===== config.mk =====
export PLATFORM = sky130hd
export DESIGN_NAME = bcd_timekeeper
export DESIGN_NICKNAME = d
export VERILOG_FILES = /design/src/rtl/tk_pkg.sv /design/src/rtl/tk_advance.sv /design/src/rtl/tk_shadow.sv /design/src/rtl/bcd_timekeeper.sv
export SDC_FILE = /design/constraint.sdc
export NUM_CORES = 1
export LEC_CHECK = 0
export BUFFER_PORTS_ARGS = -buffer_cell sky130_fd_sc_hd__buf_2
export CORE_UTILIZATION = 45
export CTS_CLUSTER_DIAMETER = 120
export DETAILED_ROUTE_END_ITERATION = 7
export HOLD_SLACK_MARGIN = 0.15
export PLACE_DENSITY = 0.65
export SLEW_MARGIN = 20
export SYNTH_ARGS = -nofsm -noshare
export SYNTH_HDL_FRONTEND = slang
export SYNTH_HIERARCHICAL = 1
export SYNTH_SLANG_ARGS = --single-unit

===== constraint.sdc =====
create_clock -name clk -period 7.82 [get_ports clk]
set_input_delay 0 -clock clk [delete_from_list [all_inputs] [get_ports clk]]
set_output_delay 0 -clock clk [all_outputs]
set_load 0.03 [all_outputs]

===== src/rtl/tk_pkg.sv =====
// tk_pkg: shared widths, byte indices and BCD helper functions for the
// timekeeper. Assumes all stored values are valid packed BCD.
package tk_pkg;
    localparam int TK_DW   = 8;
    localparam int TK_NREG = 8;
    localparam int TK_IW   = $clog2(TK_NREG);

    localparam int IDX_SEC  = 0;
    localparam int IDX_MIN  = 1;
    localparam int IDX_HOUR = 2;
    localparam int IDX_DATE = 3;
    localparam int IDX_MON  = 4;
    localparam int IDX_YEAR = 5;
    localparam int IDX_DOW  = 6;
    localparam int IDX_CENT = 7;

    // Increment a two-digit BCD byte (the caller handles wrap).
    function automatic logic [7:0] bcd_inc(input logic [7:0] v);
        if (v[3:0] == 4'd9) return {v[7:4] + 4'd1, 4'd0};
        else                return {v[7:4], v[3:0] + 4'd1};
    endfunction

    // Leap test for a two-digit BCD year (valid for 2000..2099).
    function automatic logic is_leap(input logic [7:0] y);
        logic [6:0] b;
        b = 7'(y[7:4]) * 7'd10 + 7'(y[3:0]);
        return (b[1:0] == 2'b00);
    endfunction

    // Last date of a month as BCD.
    function automatic logic [7:0] month_last(input logic [7:0] mon, input logic [7:0] yr);
        case (mon)
            8'h02:                      return is_leap(yr) ? 8'h29 : 8'h28;
            8'h04, 8'h06, 8'h09, 8'h11: return 8'h30;
            default:                    return 8'h31;
        endcase
    endfunction
endpackage


===== src/rtl/tk_advance.sv =====
// tk_advance: combinational next-second calculator. It takes the live time
// and returns the time one second later, including hour format, month length,
// leap year, day-of-week and century carries. Assumes valid BCD inputs.
module tk_advance
    import tk_pkg::*;
#(
    parameter int DW   = TK_DW,
    parameter int NREG = TK_NREG
) (
    input  logic [NREG-1:0][DW-1:0] cur,
    output logic [NREG-1:0][DW-1:0] nxt
);
    logic       c_min, c_hour, c_day, c_mon, c_year, c_cent;
    logic [7:0] h;

    // Ripple the one-second increment through every field.
    always_comb begin
        nxt    = cur;
        h      = cur[IDX_HOUR];
        c_day  = 1'b0;
        c_mon  = 1'b0;
        c_year = 1'b0;
        c_cent = 1'b0;

        c_min        = (cur[IDX_SEC] == 8'h59);
        nxt[IDX_SEC] = c_min ? 8'h00 : bcd_inc(cur[IDX_SEC]);

        c_hour = c_min && (cur[IDX_MIN] == 8'h59);
        if (c_min) nxt[IDX_MIN] = (cur[IDX_MIN] == 8'h59) ? 8'h00 : bcd_inc(cur[IDX_MIN]);

        if (c_hour) begin
            if (h[7]) begin
                if (h[5:0] == 6'h23) begin
                    nxt[IDX_HOUR] = {h[7:6], 6'h00};
                    c_day         = 1'b1;
                end else begin
                    nxt[IDX_HOUR] = bcd_inc(h);
                end
            end else if (h[4:0] == 5'h11) begin
                nxt[IDX_HOUR] = {h[7:6], ~h[5], 5'h12};
                c_day         = h[5];
            end else if (h[4:0] == 5'h12) begin
                nxt[IDX_HOUR] = {h[7:6], h[5], 5'h01};
            end else begin
                nxt[IDX_HOUR] = bcd_inc(h);
            end
        end

        if (c_day) begin
            nxt[IDX_DOW] = (cur[IDX_DOW] == 8'h06) ? 8'h00 : bcd_inc(cur[IDX_DOW]);
            if (cur[IDX_DATE] == month_last(cur[IDX_MON], cur[IDX_YEAR])) begin
                nxt[IDX_DATE] = 8'h01;
                c_mon         = 1'b1;
            end else begin
                nxt[IDX_DATE] = bcd_inc(cur[IDX_DATE]);
            end
        end

        if (c_mon) begin
            c_year       = (cur[IDX_MON] == 8'h12);
            nxt[IDX_MON] = c_year ? 8'h01 : bcd_inc(cur[IDX_MON]);
        end

        if (c_year) begin
            c_cent        = (cur[IDX_YEAR] == 8'h99);
            nxt[IDX_YEAR] = c_cent ? 8'h00 : bcd_inc(cur[IDX_YEAR]);
        end

        if (c_cent) nxt[IDX_CENT] = bcd_inc(cur[IDX_CENT]);
    end
endmodule


===== src/rtl/tk_shadow.sv =====
// tk_shadow: host-side buffers. It holds the read snapshot latch, the write
// staging buffer with a per-byte written mask, and the open-write flag. It
// flags a commit on a valid stop of a write that carried data. Assumes the
// strobes for a transaction arrive in separate cycles; abort beats stop.
module tk_shadow
    import tk_pkg::*;
#(
    parameter int DW   = TK_DW,
    parameter int NREG = TK_NREG,
    localparam int IW  = $clog2(NREG)
) (
    input  logic                    clk,
    input  logic                    rst_n,
    input  logic [NREG-1:0][DW-1:0] live,
    input  logic                    rd_begin,
    input  logic                    wr_begin,
    input  logic                    wr_valid,
    input  logic [IW-1:0]           wr_index,
    input  logic [DW-1:0]           wr_byte,
    input  logic                    xfer_stop,
    input  logic                    xfer_abort,
    input  logic [IW-1:0]           rd_index,
    output logic [DW-1:0]           rd_byte,
    output logic [NREG-1:0][DW-1:0] stage_q,
    output logic [NREG-1:0]         dirty_q,
    output logic                    commit
);
    logic [NREG-1:0][DW-1:0] snap_q;
    logic                    wr_open_q;

    assign commit  = wr_open_q && xfer_stop && !xfer_abort && (|dirty_q);
    assign rd_byte = snap_q[rd_index];

    // Capture the whole live time when a read starts.
    always_ff @(posedge clk) begin
        if (!rst_n)        snap_q <= '0;
        else if (rd_begin) snap_q <= live;
    end

    // Track whether a write transaction is open.
    always_ff @(posedge clk) begin
        if (!rst_n)                        wr_open_q <= 1'b0;
        else if (wr_begin)                 wr_open_q <= 1'b1;
        else if (xfer_stop || xfer_abort)  wr_open_q <= 1'b0;
    end

    // Load, patch and clear the staging buffer and its written mask.
    always_ff @(posedge clk) begin
        if (!rst_n) begin
            stage_q <= '0;
            dirty_q <= '0;
        end else if (wr_begin) begin
            stage_q <= live;
            dirty_q <= '0;
        end else if (xfer_stop || xfer_abort) begin
            dirty_q <= '0;
        end else if (wr_open_q && wr_valid) begin
            stage_q[wr_index] <= wr_byte;
            dirty_q[wr_index] <= 1'b1;
        end
    end
endmodule


===== src/rtl/bcd_timekeeper.sv =====
// bcd_timekeeper: top level. It holds the live BCD counters and the run
// flag, and ties in the next-second logic and the host buffers. A commit has
// priority over a coincident tick; that tick is dropped. Reset stands for
// total power loss: the clock is halted until the first commit.
module bcd_timekeeper
    import tk_pkg::*;
#(
    parameter int DW   = TK_DW,
    parameter int NREG = TK_NREG,
    parameter logic [NREG*DW-1:0] RST_TIME = 64'h20_00_00_01_01_80_00_00,
    localparam int IW  = $clog2(NREG)
) (
    input  logic          clk,
    input  logic          rst_n,
    input  logic          tick_1hz,
    input  logic          rd_begin,
    input  logic          wr_begin,
    input  logic          wr_valid,
    input  logic [IW-1:0] wr_index,
    input  logic [DW-1:0] wr_byte,
    input  logic          xfer_stop,
    input  logic          xfer_abort,
    input  logic [IW-1:0] rd_index,
    output logic [DW-1:0] rd_byte,
    output logic          running
);
    logic [NREG-1:0][DW-1:0] cnt_q;
    logic [NREG-1:0][DW-1:0] nxt;
    logic [NREG-1:0][DW-1:0] stage;
    logic [NREG-1:0]         dirty;
    logic                    commit;
    logic                    run_q;

    assign running = run_q;

    tk_advance #(.DW(DW), .NREG(NREG)) u_adv (
        .cur (cnt_q),
        .nxt (nxt)
    );

    tk_shadow #(.DW(DW), .NREG(NREG)) u_shadow (
        .clk        (clk),
        .rst_n      (rst_n),
        .live       (cnt_q),
        .rd_begin   (rd_begin),
        .wr_begin   (wr_begin),
        .wr_valid   (wr_valid),
        .wr_index   (wr_index),
        .wr_byte    (wr_byte),
        .xfer_stop  (xfer_stop),
        .xfer_abort (xfer_abort),
        .rd_index   (rd_index),
        .rd_byte    (rd_byte),
        .stage_q    (stage),
        .dirty_q    (dirty),
        .commit     (commit)
    );

    // Run flag: cleared by power loss, set by the first commit.
    always_ff @(posedge clk) begin
        if (!rst_n)      run_q <= 1'b0;
        else if (commit) run_q <= 1'b1;
    end

    for (genvar g = 0; g < NREG; g++) begin : g_cnt
        logic [DW-1:0] q;
        // One counter byte: load a written staged byte, else count on a tick.
        always_ff @(posedge clk) begin
            if (!rst_n)                q <= RST_TIME[g*DW +: DW];
            else if (commit) begin
                if (dirty[g])          q <= stage[g];
            end
            else if (run_q && tick_1hz) q <= nxt[g];
        end
        assign cnt_q[g] = q;
    end
endmodule


==> metrics.md, run 1 <==
| Metric | Value |
|---|---|
| Status | finished clean |
| Sequential fraction of the synthesis area | 34.1% |
| CTS Root Cell | clkbuf_16 |
| CTS tree | done |
| Placed Instance Area | 12000 sq um |
| Yosys cell types | 67 |
| Sequential power share | 44.8% |
| Commonest cells after routing, fill and taps aside | dfxtp_1 (202), nor2_1 (172), mux2i_1 (130) |
| Total track usage | 26.5% |
| Routability cong. | 0.894 |
| Final hold vios | 0 |
| Int Power | 0.00179 W |
| Multi-input logic area | 7200 sq um |
| Synth-to-Final Area Change | 8.88% |
| Non-Filler Instances | 1622 |
| Ys async rst share | 0% |
| Hold Crit Start | wr_byte[5] |
| Post-Syn Instances | 1304 |
| Number of setup violations in the final report | 0 |
| Commonest non-fill, non-tap cell in the layout | dfxtp_1 |
| Clk buf depth | 3 |
| N_diodes | 0 |
| Initial Util | 45.7% |
| Clk slew on worst S/H paths | 0.06 ns |
| DR vias/cell | 6.19 |
| Min setup slack post-route | 4.23 ns |
| DR WL/cell | 22.0 microns |
| GRT overflow | 0 |
| Worst hold path class | input pin to flop |
| Rows | 59 |
| Share of layout cells above drive strength 1 | 12.0% |
| First-pass GRT wire length | 55.1 mm |
| Cell area after synthesis | 11800 sq um |
| Post-DP HPWL | 23.8 mm |
| Peak VDD IR | 189 uV |
| Power Density | 184 nW/um^2 |
| Vias post-DR | 10.0k |
| Yosys reg bits | 202 |
| RSZ-0062 raised after global routing | no |
| ANT nets after route | 0 |
| Port Buffer Count | 30 |
| Fillcell total | 2449 |
| CP required | 8.24 ns |
| Worst Path Arrival | 4.01 ns |
| Htree depth | 1 |
| Depth of the most critical reg-to-reg path | 11 |
| Finished Cell Area | 12900 sq um |
| DRC viols | 0 |
| Number of global-route vias before repair | 9384 |
| Logic pwr share | 6.6% |
| Pre-CTS setup slack | 4.32 ns |
| Initial antenna violation count | 0 |
| Pleak | 5.28 nW |
| CORE AREA | 25900 sq um |
| Critical R2R Capture | g_cnt[5].q[0] |
| First-pass DRT Iterations | 5 |
| Setup CP Type | flop to flop |
| Hold endpoint | u_shadow/stage_q[21] |
| Inst Count DP | 1566 |
| R2r setup slk | 4.23 ns |
| Num Clock Sinks | 202 |
| Drt first-iter violations | 797 |
| Critical Path Source Type | flop |
| Worst hold stages | 4 |
| Layout Nets | 1315 |
| Setup TNS | 0 ns |
| Slew headroom | 30.5% |
| Synthesis Warnings | 6 |
| Clk network pwr share | 48.6% |
| Setup bufs post-CTS | 0 |
| Clock skew | 0.0108 ns |
| Io pins | 31 |
| Mapped Nets | 1349 |
| EDFF count, synth | 0 |
| Die height | 164 microns |
| Post-Route WL | 35.7 mm |
| Sw Share | 24.5% |
| Die area | 27000 sq um |
| Worst slew pin tran | 1.04 ns |
| Main synth FF type | dfxtp_1 |
| Psw | 0.000582 W |
| Max-Cap Viols | 0 |
| Skew-Pair Late Insertion Delay | 0.53 ns |
| Slew Viols, Final | 0 |
| RR Startpoint | g_cnt[0].q[0] |
| CTS buffer count | 24 |
| Final min period | 3.59 ns |
| Worst Hold Slack | 0.166 ns |
| Max Clk Rate | 0.278 GHz |
| Largest net degree at the start of global routing | 118 |
| Chip width | 164 microns |
| Tcrit/Tclk final | 45.9% |
| Storage cell area | 4040 sq um |
| Setup crit end kind | flop |
| Synth Area per Inst | 9.08 sq um |
| Worst-path maximum fanout | 20 |
[power by group through the flow]
stage,Clock [W],Combinational [W],Sequential (W)
floorplan,0,0.000111,0.00108
global placement,0,0.000147,0.00108
detailed placement,0,0.000149,0.00108
CTS,0.00117,0.000154,0.00106
global route,0.00120,0.000167,0.00106
finish,0.00115,0.000156,0.00106
[Yosys cell counts (8+ instances only)]
cell type  count  share of area [%]
o31ai_1        9               0.57
ha_1          23                2.4
o21ai_0       91                3.8
a21oi_1       12               0.51
and2_1        11               0.58
buf_2         29                1.2
o31a_1        66                4.9
nor2_1       172                5.5
mux2i_1      130                 11
a221oi_2      18                2.3
nand3_1       22               0.93
dfxtp_1      202                 34
a21o_1        10               0.63
inv_1         18               0.57
nand2b_1      18               0.95
nor2b_1       11               0.58
clkbuf_1      55                1.7
buf_4         13               0.82
o211a_1       61                5.2
nand4_1        9               0.48
nand2_1      112                3.5
mux4_2        16                3.0
xnor2_1       17                1.3
mux2_2        13                1.2
or2_1          8               0.42
a221oi_1      47                3.5
a31oi_1       10               0.53
[worst max-delay path by stage]
| stage | startpoint | slack [ns] | cells after the start | end |
|---|---|---|---|---|
| finish | g_cnt[0].q[0] | 4.23 | 11 | g_cnt[5].q[0] |
| global route | g_cnt[0].q[0] | 4.00 | 11 | g_cnt[5].q[0] |
| CTS | g_cnt[0].q[0] | 4.31 | 11 | g_cnt[5].q[0] |
| detailed placement | g_cnt[0].q[0] | 4.32 | 11 | g_cnt[5].q[0] |
| global placement | g_cnt[0].q[0] | 4.39 | 11 | g_cnt[5].q[0] |
| floorplan | g_cnt[0].q[0] | 5.04 | 13 | g_cnt[5].q[2] |
[metrics by stage]
step	util, %	power [W]
6_report	49.8	0.00237
5_1_grt	49.8	0.00243
4_1_cts	49.7	0.00238
3_5_place_dp	46.1	0.00123
3_3_place_gp	46.1	0.00123
2_1_floorplan	-	0.00119
[area by class of cell]
class | count | share of cell area, %
repair buffers | 51 | 2.71
well taps | 335 | 3.25
inverters | 18 | 0.543
clock buffers | 34 | 5.73
flip-flops and latches | 202 | 31.4
multi-input cells | 973 | 55.8
clock inverters | 9 | 0.572
[state kept, by name, summed over array words and instances (netlist names)]
register            count
g_cnt.q                64
running                 1
u_shadow/dirty_q        8
u_shadow/snap_q        64
u_shadow/stage_q       64
u_shadow/wr_open_q      1
[worst max-delay path: stages (launching register included)]
cell,delay [ns]
dfxtp_1,0.44
ha_1,0.20
and3b_1,0.40
nand4_1,0.46
a21o_1,0.45
nor4_4,0.32
buf_4,0.30
and2_1,0.19
mux2_2,0.33
mux2i_1,0.11
o21ai_0,0.10
o211a_1,0.16
[metal layers]
metal	GRT usage (%)	wire length, microns	up-vias
met3	3.51	2020	77
met2	42.7	16400	334
met5	0	0	-
li1	-	-	4743
met1	35.9	15900	4883
met4	10.0	1310	0
[logic make-up (layout without fill, tap and decap cells)]
logic type / after synthesis / in the layout / share of synthesized area [%]
simple gates: 424 / 424 / 17.6
compound gates: 342 / 342 / 23.4
flops: 202 / 202 / 34.1
mux: 160 / 160 / 15.4
buf+inv: 129 / 112 / 5.25
xor+xnor: 24 / 24 / 1.77
fa+ha+maj: 23 / 23 / 2.43
[what timing repair did]
action / 4_1_cts / 5_1_grt
endpoints found under the hold margin: 91 / 1
resized for setup: 0 / 0
hold buffers: 12 / 1
No activity file was read; power rests on OpenSTA's default activity.
==> inputs of run 2 (changes only) <==
--- a/config.mk
+++ b/config.mk
@@ -10,7 +10,7 @@
 export CTS_CLUSTER_DIAMETER = 120
 export DETAILED_ROUTE_END_ITERATION = 7
 export HOLD_SLACK_MARGIN = 0.15
-export PLACE_DENSITY = 0.65
+export PLACE_DENSITY = 0.67
 export SLEW_MARGIN = 20
 export SYNTH_ARGS = -nofsm -noshare
 export SYNTH_HDL_FRONTEND = slang
==> constraint.sdc (replaced) <==
create_clock -name clk -period 3 [get_ports clk]
set_input_delay 0 -clock clk [delete_from_list [all_inputs] [get_ports clk]]
set_output_delay 0 -clock clk [all_outputs]
set_load 0.03 [all_outputs]
==> run 2 against run 1 <==
  * Sequential share of layout area shrank 1.2 points
  * Power grew to 2.7 times the previous value
  * Clock power rose to 2.8 times the previous value
  * Critical path depth is the same
  * Combinational power rose to 2.7 times the previous value
  * Worst hold slack improved by 0.015 ns
  * Via count increased by 2.8%
  * First-iteration DRC count rose by 20%
==> metrics.md, run 2 (synthesis results as in run 1) <==
| Metric | Value |
|---|---|
| Tcrit/Tclk final | 95.0% |
| CTS tree | done |
| Multi-input logic area | 7210 sq um |
| Vias post-DR | 10.3k |
| Critical R2R Capture | g_cnt[5].q[6] |
| Worst hold path class | input pin to flop |
| Post-DP HPWL | 24.8 mm |
| Worst Path Arrival | 3.26 ns |
| Hold endpoint | running |
| Initial antenna violation count | 1 |
| Final hold vios | 0 |
| First-pass GRT wire length | 55.1 mm |
| Skew-Pair Late Insertion Delay | 0.52 ns |
| Sequential power share | 43.2% |
| Setup CP Type | flop to flop |
| Port Buffer Count | 30 |
| Peak VDD IR | 452 uV |
| R2r setup slk | 0.15 ns |
| Int Power | 0.00494 W |
| Commonest non-fill, non-tap cell in the layout | dfxtp_1 |
| First-pass DRT Iterations | 5 |
| Share of layout cells above drive strength 1 | 15.2% |
| Synth-to-Final Area Change | 13.3% |
| RR Startpoint | g_cnt[2].q[4] |
| Setup crit end kind | flop |
| Num Clock Sinks | 202 |
| Psw | 0.00146 W |
| Max-Cap Viols | 0 |
| Setup bufs post-CTS | 0 |
| Status | finished clean |
| Critical Path Source Type | flop |
| Clk slew on worst S/H paths | 0.06 ns |
| Layout Nets | 1369 |
| Number of setup violations in the final report | 0 |
| Commonest cells after routing, fill and taps aside | dfxtp_1 (202), nor2_1 (172), mux2i_1 (130) |
| Power Density | 477 nW/um^2 |
| CP required | 3.41 ns |
| CTS Root Cell | clkbuf_16 |
| Total track usage | 26.5% |
| RSZ-0062 raised after global routing | no |
| Hold Crit Start | xfer_abort |
| Htree depth | 1 |
| Slew Viols, Final | 0 |
| Chip width | 164 microns |
| Sw Share | 22.8% |
| Clk buf depth | 3 |
| Storage cell area | 4040 sq um |
| Drt first-iter violations | 956 |
| Number of global-route vias before repair | 9500 |
| Top flop regs | g_cnt.q x64, u_shadow/snap_q x64, u_shadow/stage_q x64 |
| Final min period | 2.85 ns |
| Initial Util | 45.7% |
| Die height | 164 microns |
| Final core area utilization | 51.8% |
| GRT overflow | 0 |
| Logic pwr share | 6.5% |
| Largest net degree at the start of global routing | 83 |
| ANT nets after route | 0 |
| Clock skew | 0.00979 ns |
| Clk network pwr share | 50.3% |
| Worst hold stages | 4 |
| Setup TNS | 0 ns |
| Rows | 59 |
| Worst-path maximum fanout | 5 |
| DR WL/cell | 21.5 microns |
| DRC viols | 0 |
| Io pins | 31 |
| Pleak | 5.61 nW |
| CORE AREA | 25900 sq um |
| Die area | 27000 sq um |
| Depth of the most critical reg-to-reg path | 11 |
| Slew headroom | 28.3% |
| DR vias/cell | 6.15 |
| Worst slew pin tran | 1.08 ns |
| Post-Route WL | 36.1 mm |
| Routability cong. | 0.906 |
| Fillcell total | 2409 |
| Max Clk Rate | 0.351 GHz |
| CTS buffer count | 23 |
run 2: cell count changes in the layout (fill, tap and decap cells not counted), moves of 2 or more:
cell,change
clkbuf_8,-2
clkbuf_1,+2
clkinv_2,-4
bufinv_16,+5
buf_4,+50
clkbuf_16,-2
dlygate4sd3_1,+2
buf_12,+3
run 2: worst max-delay path by stage:
stage	endpoint	from
final	g_cnt[5].q[6]	g_cnt[2].q[4]
after global routing	g_cnt[5].q[5]	g_cnt[2].q[4]
after CTS	g_cnt[7].q[5]	g_cnt[4].q[5]
after detailed placement	g_cnt[5].q[5]	g_cnt[4].q[5]
after global placement	g_cnt[5].q[6]	g_cnt[4].q[5]
after floorplan	g_cnt[5].q[2]	g_cnt[0].q[0]
run 2: routing by layer:
layer	track usage [%]	up-vias	wire length [microns]
li1	-	4867	-
met5	0	-	0
met1	33.7	5037	15400
met3	5.15	82	2360
met2	43.5	329	16800
met4	11.5	0	1530
run 2: power groups by stage:
stage | Clock [W] | Sequential, W | Combinational (W)
2_1_floorplan | 0 | 0.00281 | 0.000289
3_3_place_gp | 0 | 0.00282 | 0.000391
3_5_place_dp | 0 | 0.00282 | 0.000396
4_1_cts | 0.00326 | 0.00276 | 0.000412
5_1_grt | 0.00337 | 0.00277 | 0.000445
6_report | 0.00322 | 0.00277 | 0.000416
run 2: final cells by class:
class / instances / share of cell area [%]
sequential: 202 / 30.1
inverter: 18 / 0.522
clock buffer: 32 / 4.99
antenna: 1 / 0.0186
tap: 335 / 3.12
multi-input combinational: 973 / 53.8
clock inverter: 9 / 1.45
timing repair buffer: 106 / 6.00
run 2: worst max-delay path: stages (launching register included):
cell and delay [ns]:
dfxtp_1 0.31, inv_1 0.11, ha_1 0.17, nand2_1 0.08, or4_4 0.46, a2111oi_4 0.41, nand4_1 0.32, nor2_1 0.19
mux2_2 0.34, mux2i_1 0.11, o21ai_0 0.10, o211a_1 0.14
run 2: what timing repair did:
item | in CTS | in global routing
hold buffers | 15 | 0
resized for setup | 0 | 2
hold endpoints to repair | 67 | 0
setup endpoints to repair | 0 | 21
run 2: metrics by stage:
stage               setup WS, ns  power (W)  hold WS [ns]  instance area [sq um]  cells
floorplan                  0.219    0.00310         0.242                  11800   1304
global placement           0.219    0.00321         0.446                  12400   1619
detailed placement         0.144    0.00322         0.458                  12400   1619
CTS                        0.114    0.00644         0.164                  13400   1675
global route              0.0201    0.00659         0.187                  13400   1675
finish                     0.149    0.00640         0.181                  13400   1676
==> inputs of run 3 (changes only) <==
--- a/config.mk
+++ b/config.mk
@@ -14,5 +14,4 @@
 export SLEW_MARGIN = 20
 export SYNTH_ARGS = -nofsm -noshare
 export SYNTH_HDL_FRONTEND = slang
-export SYNTH_HIERARCHICAL = 1
 export SYNTH_SLANG_ARGS = --single-unit
==> run 3 against run 2 <==
  * Combinational power fell by 13%
  * Critical endpoint is now g_cnt[4].q[3]
  * Worst hold slack got worse by 0.048 ns
  * Largest power group unchanged
  * Register-to-register slack better by 0.10 ns
  * Highest routed layer unchanged
==> metrics.md, run 3 <==
| Metric | Value |
|---|---|
| Post-DP HPWL | 18.5 mm |
| Layout Nets | 1234 |
| Initial Util | 45.9% |
| Cell area after synthesis | 10000 sq um |
| Yosys reg bits | 202 |
| Tcrit/Tclk final | 91.6% |
| Rows | 54 |
| Finished Cell Area | 11500 sq um |
| Initial antenna violation count | 0 |
| Post-Syn Instances | 1169 |
| GRT overflow | 0 |
| Min setup slack post-route | 0.253 ns |
| Main synth FF type | dfxtp_1 |
| DRC viols | 0 |
| First-pass DRT Iterations | 5 |
| Commonest non-fill, non-tap cell in the layout | nor2_1 |
| Synth cell count leaders | nor2_1 (267), dfxtp_1 (202), mux2i_1 (74) |
| Worst-path maximum fanout | 8 |
| Crit. path cell count | 9 |
| Top-area cell type share of the netlist area | 40.4% |
| Io pins | 31 |
| Pre-CTS setup slack | 0.238 ns |
| Pleak | 4.43 nW |
| Peak VDD IR | 333 uV |
| Skew-Pair Late Insertion Delay | 0.51 ns |
| CTS buffer count | 23 |
| Port Buffer Count | 30 |
| Largest net degree at the start of global routing | 65 |
| Synth Area per Inst | 8.56 sq um |
| Clock skew | 0.00755 ns |
| Cell with the most instances after synthesis | nor2_1 |
| CTS tree | done |
| Clk buf depth | 3 |
| Power Density | 525 nW/um^2 |
| Setup CP Type | flop to flop |
| Delay-heaviest family, CP | simple AND/OR/NAND/NOR gates |
| Drt first-iter violations | 866 |
| Sequential fraction of the synthesis area | 40.4% |
| Worst slew pin tran | 1.13 ns |
| EDFF count, synth | 0 |
| Final min period | 2.75 ns |
| Critical R2R Capture | g_cnt[4].q[3] |
| Chip width | 151 microns |
| Routability cong. | 0.883 |
| Depth of the most critical reg-to-reg path | 9 |
| RR Startpoint | g_cnt[1].q[0] |
| RSZ-0062 raised after global routing | no |
| Buffers and inverters on the worst path | 1 |
| Synthesis Warnings | 0 |
| ANT nets after route | 0 |
| Share of layout cells above drive strength 1 | 12.3% |
| Max Clk Rate | 0.364 GHz |
| Crit path launch | g_cnt[1].q[0] |
| DR vias/cell | 6.06 |
| Number of setup violations in the final report | 0 |
| R2r setup slk | 0.25 ns |
| First-pass GRT wire length | 45.4 mm |
| Setup crit end kind | flop |
| Worst path cell trace | ha_1, and3b_1, nand4_1, a2111oi_4, buf_4, nand2_1, o21a_1, or3_1, a21oi_1 |
| Ys async rst share | 0% |
| Commonest cells after routing, fill and taps aside | nor2_1 (267), dfxtp_1 (202), mux2i_1 (74) |
| CORE AREA | 21800 sq um |
| Yosys top cell by area | dfxtp_1 |
| Status | finished clean |
| Post-CTS sizing | 0 |
| Max-Cap Viols | 0 |
| Slew headroom | 24.8% |
| Final hold vios | 0 |
| CTS Root Cell | clkbuf_16 |
| Die area | 22800 sq um |
| Yosys cell types | 71 |
| Setup TNS | 0 ns |
| Critical Path Source Type | flop |
| Post-Route WL | 28.7 mm |
| Die height | 151 microns |
| Slowest stage cell, crit path | dfxtp_1 |
| Vias post-DR | 8994 |
| N_diodes | 0 |
| Worst Path Arrival | 3.19 ns |
| Mapped Nets | 1214 |
| Clk slew on worst S/H paths | 0.06 ns |
| Top flop regs | g_cnt.q x64, u_shadow.snap_q x64, u_shadow.stage_q x64 |
| Number of global-route vias before repair | 8078 |
| DR WL/cell | 19.3 microns |
| Slowest stage delay, CP | 0.44 ns |
| CP required | 3.44 ns |
| Htree depth | 1 |
| CP Capture Point | g_cnt[4].q[3] |
| Worst hold path class | input pin to flop |
| Num Clock Sinks | 202 |
| Synth-to-Final Area Change | 14.6% |
| Slew Viols, Final | 0 |
| Total track usage | 25.6% |
| Area contributors post-synth | dfxtp_1 (40%), nor2_1 (10%), mux2i_1 (7.4%), a221oi_1 (6.0%), a21oi_1 (3.6%) |
| Placed Instance Area | 10500 sq um |
| Fillcell total | 2044 |
-- run 3: cell count changes in the layout (fill, tap and decap cells not counted), moves of 18 or more --
| cell | before | now |
|---|---|---|
| mux2i_1 | 130 | 74 |
| a211oi_1 | 1 | 21 |
| nand2_1 | 112 | 73 |
| nor3_1 | 4 | 22 |
| o21ai_0 | 91 | 32 |
| o31a_1 | 66 | 1 |
| a221oi_2 | 18 | 0 |
| a21oi_1 | 12 | 71 |
| nor2_1 | 172 | 267 |
| o211a_1 | 61 | 4 |
| buf_4 | 59 | 37 |
| a221oi_1 | 47 | 69 |
-- run 3: layer usage --
metal  GRT usage, %  share of wire, %  wire, microns  vias up
met3           2.89               7.3           2110       51
met2           37.3                43          12200      305
met4           7.35               2.2            637        0
li1               -                 -              -     4261
met5              0                 0              0        -
met1           39.3                48          13700     4377
-- run 3: cell type report --
cell class              count  area [sq um]  area share (%)
clock buffers              30           652            5.68
clock inverters            11           130            1.13
inverters                  23          88.8           0.774
multi-input cells         852          5530            48.2
flip-flops and latches    202          4040            35.2
well taps                 280           350            3.05
repair buffers             87           673            5.87
-- run 3: cells by family after synthesis --
| logic type | count (synthesis) | share of synthesized area (%) |
|---|---|---|
| buffers and inverters | 115 | 4.57 |
| muxes | 98 | 11.9 |
| and+or+nand+nor | 447 | 19.9 |
| DFF | 202 | 40.4 |
| xor gates and xnor gates | 16 | 1.40 |
| AOI/OAI and AO/OA | 268 | 19.0 |
| adders and majority gates | 23 | 2.87 |
-- run 3: worst min-delay path, stage by stage --
cell	delay, ns
buf_2	0.36
a221oi_1	0.16
nor2_1	0.07
-- run 3: power breakdown --
part	leakage, nW	total (W)	internal [W]	switching (W)
combinational	2.40	0.000363	0.000130	0.000233
clock	0.395	0.00291	0.00178	0.00113
sequential	1.64	0.00275	0.00272	0.0000273
-- run 3: how the worst min path moves through the flow --
stage | startpoint | depth (start not counted) | slack [ns] | end
2_1_floorplan | wr_index[2] | 2 | 0.15 | u_shadow.dirty_q[7]
3_3_place_gp | wr_index[2] | 3 | 0.35 | u_shadow.dirty_q[7]
3_5_place_dp | wr_index[2] | 3 | 0.35 | u_shadow.dirty_q[7]
4_1_cts | xfer_abort | 5 | 0.17 | g_cnt[2].q[0]
5_1_grt | wr_begin | 3 | 0.16 | u_shadow.stage_q[27]
6_report | wr_begin | 3 | 0.13 | u_shadow.stage_q[53]
-- run 3: repair_timing --
action	in CTS	in global routing
endpoints found under the hold margin	102	0
endpoints found under the setup margin	0	2
buffers inserted	0	0
hold buffers	17	0
-- run 3: stage by stage --
stage               hold WS (ns)  cells  power [W]  util, %
floorplan                  0.153   1169    0.00304        -
global placement           0.346   1426    0.00315     48.1
detailed placement         0.351   1426    0.00315     48.1
CTS                        0.167   1484    0.00605     52.4
global route               0.165   1485    0.00621     52.6
finish                     0.133   1485    0.00602     52.6
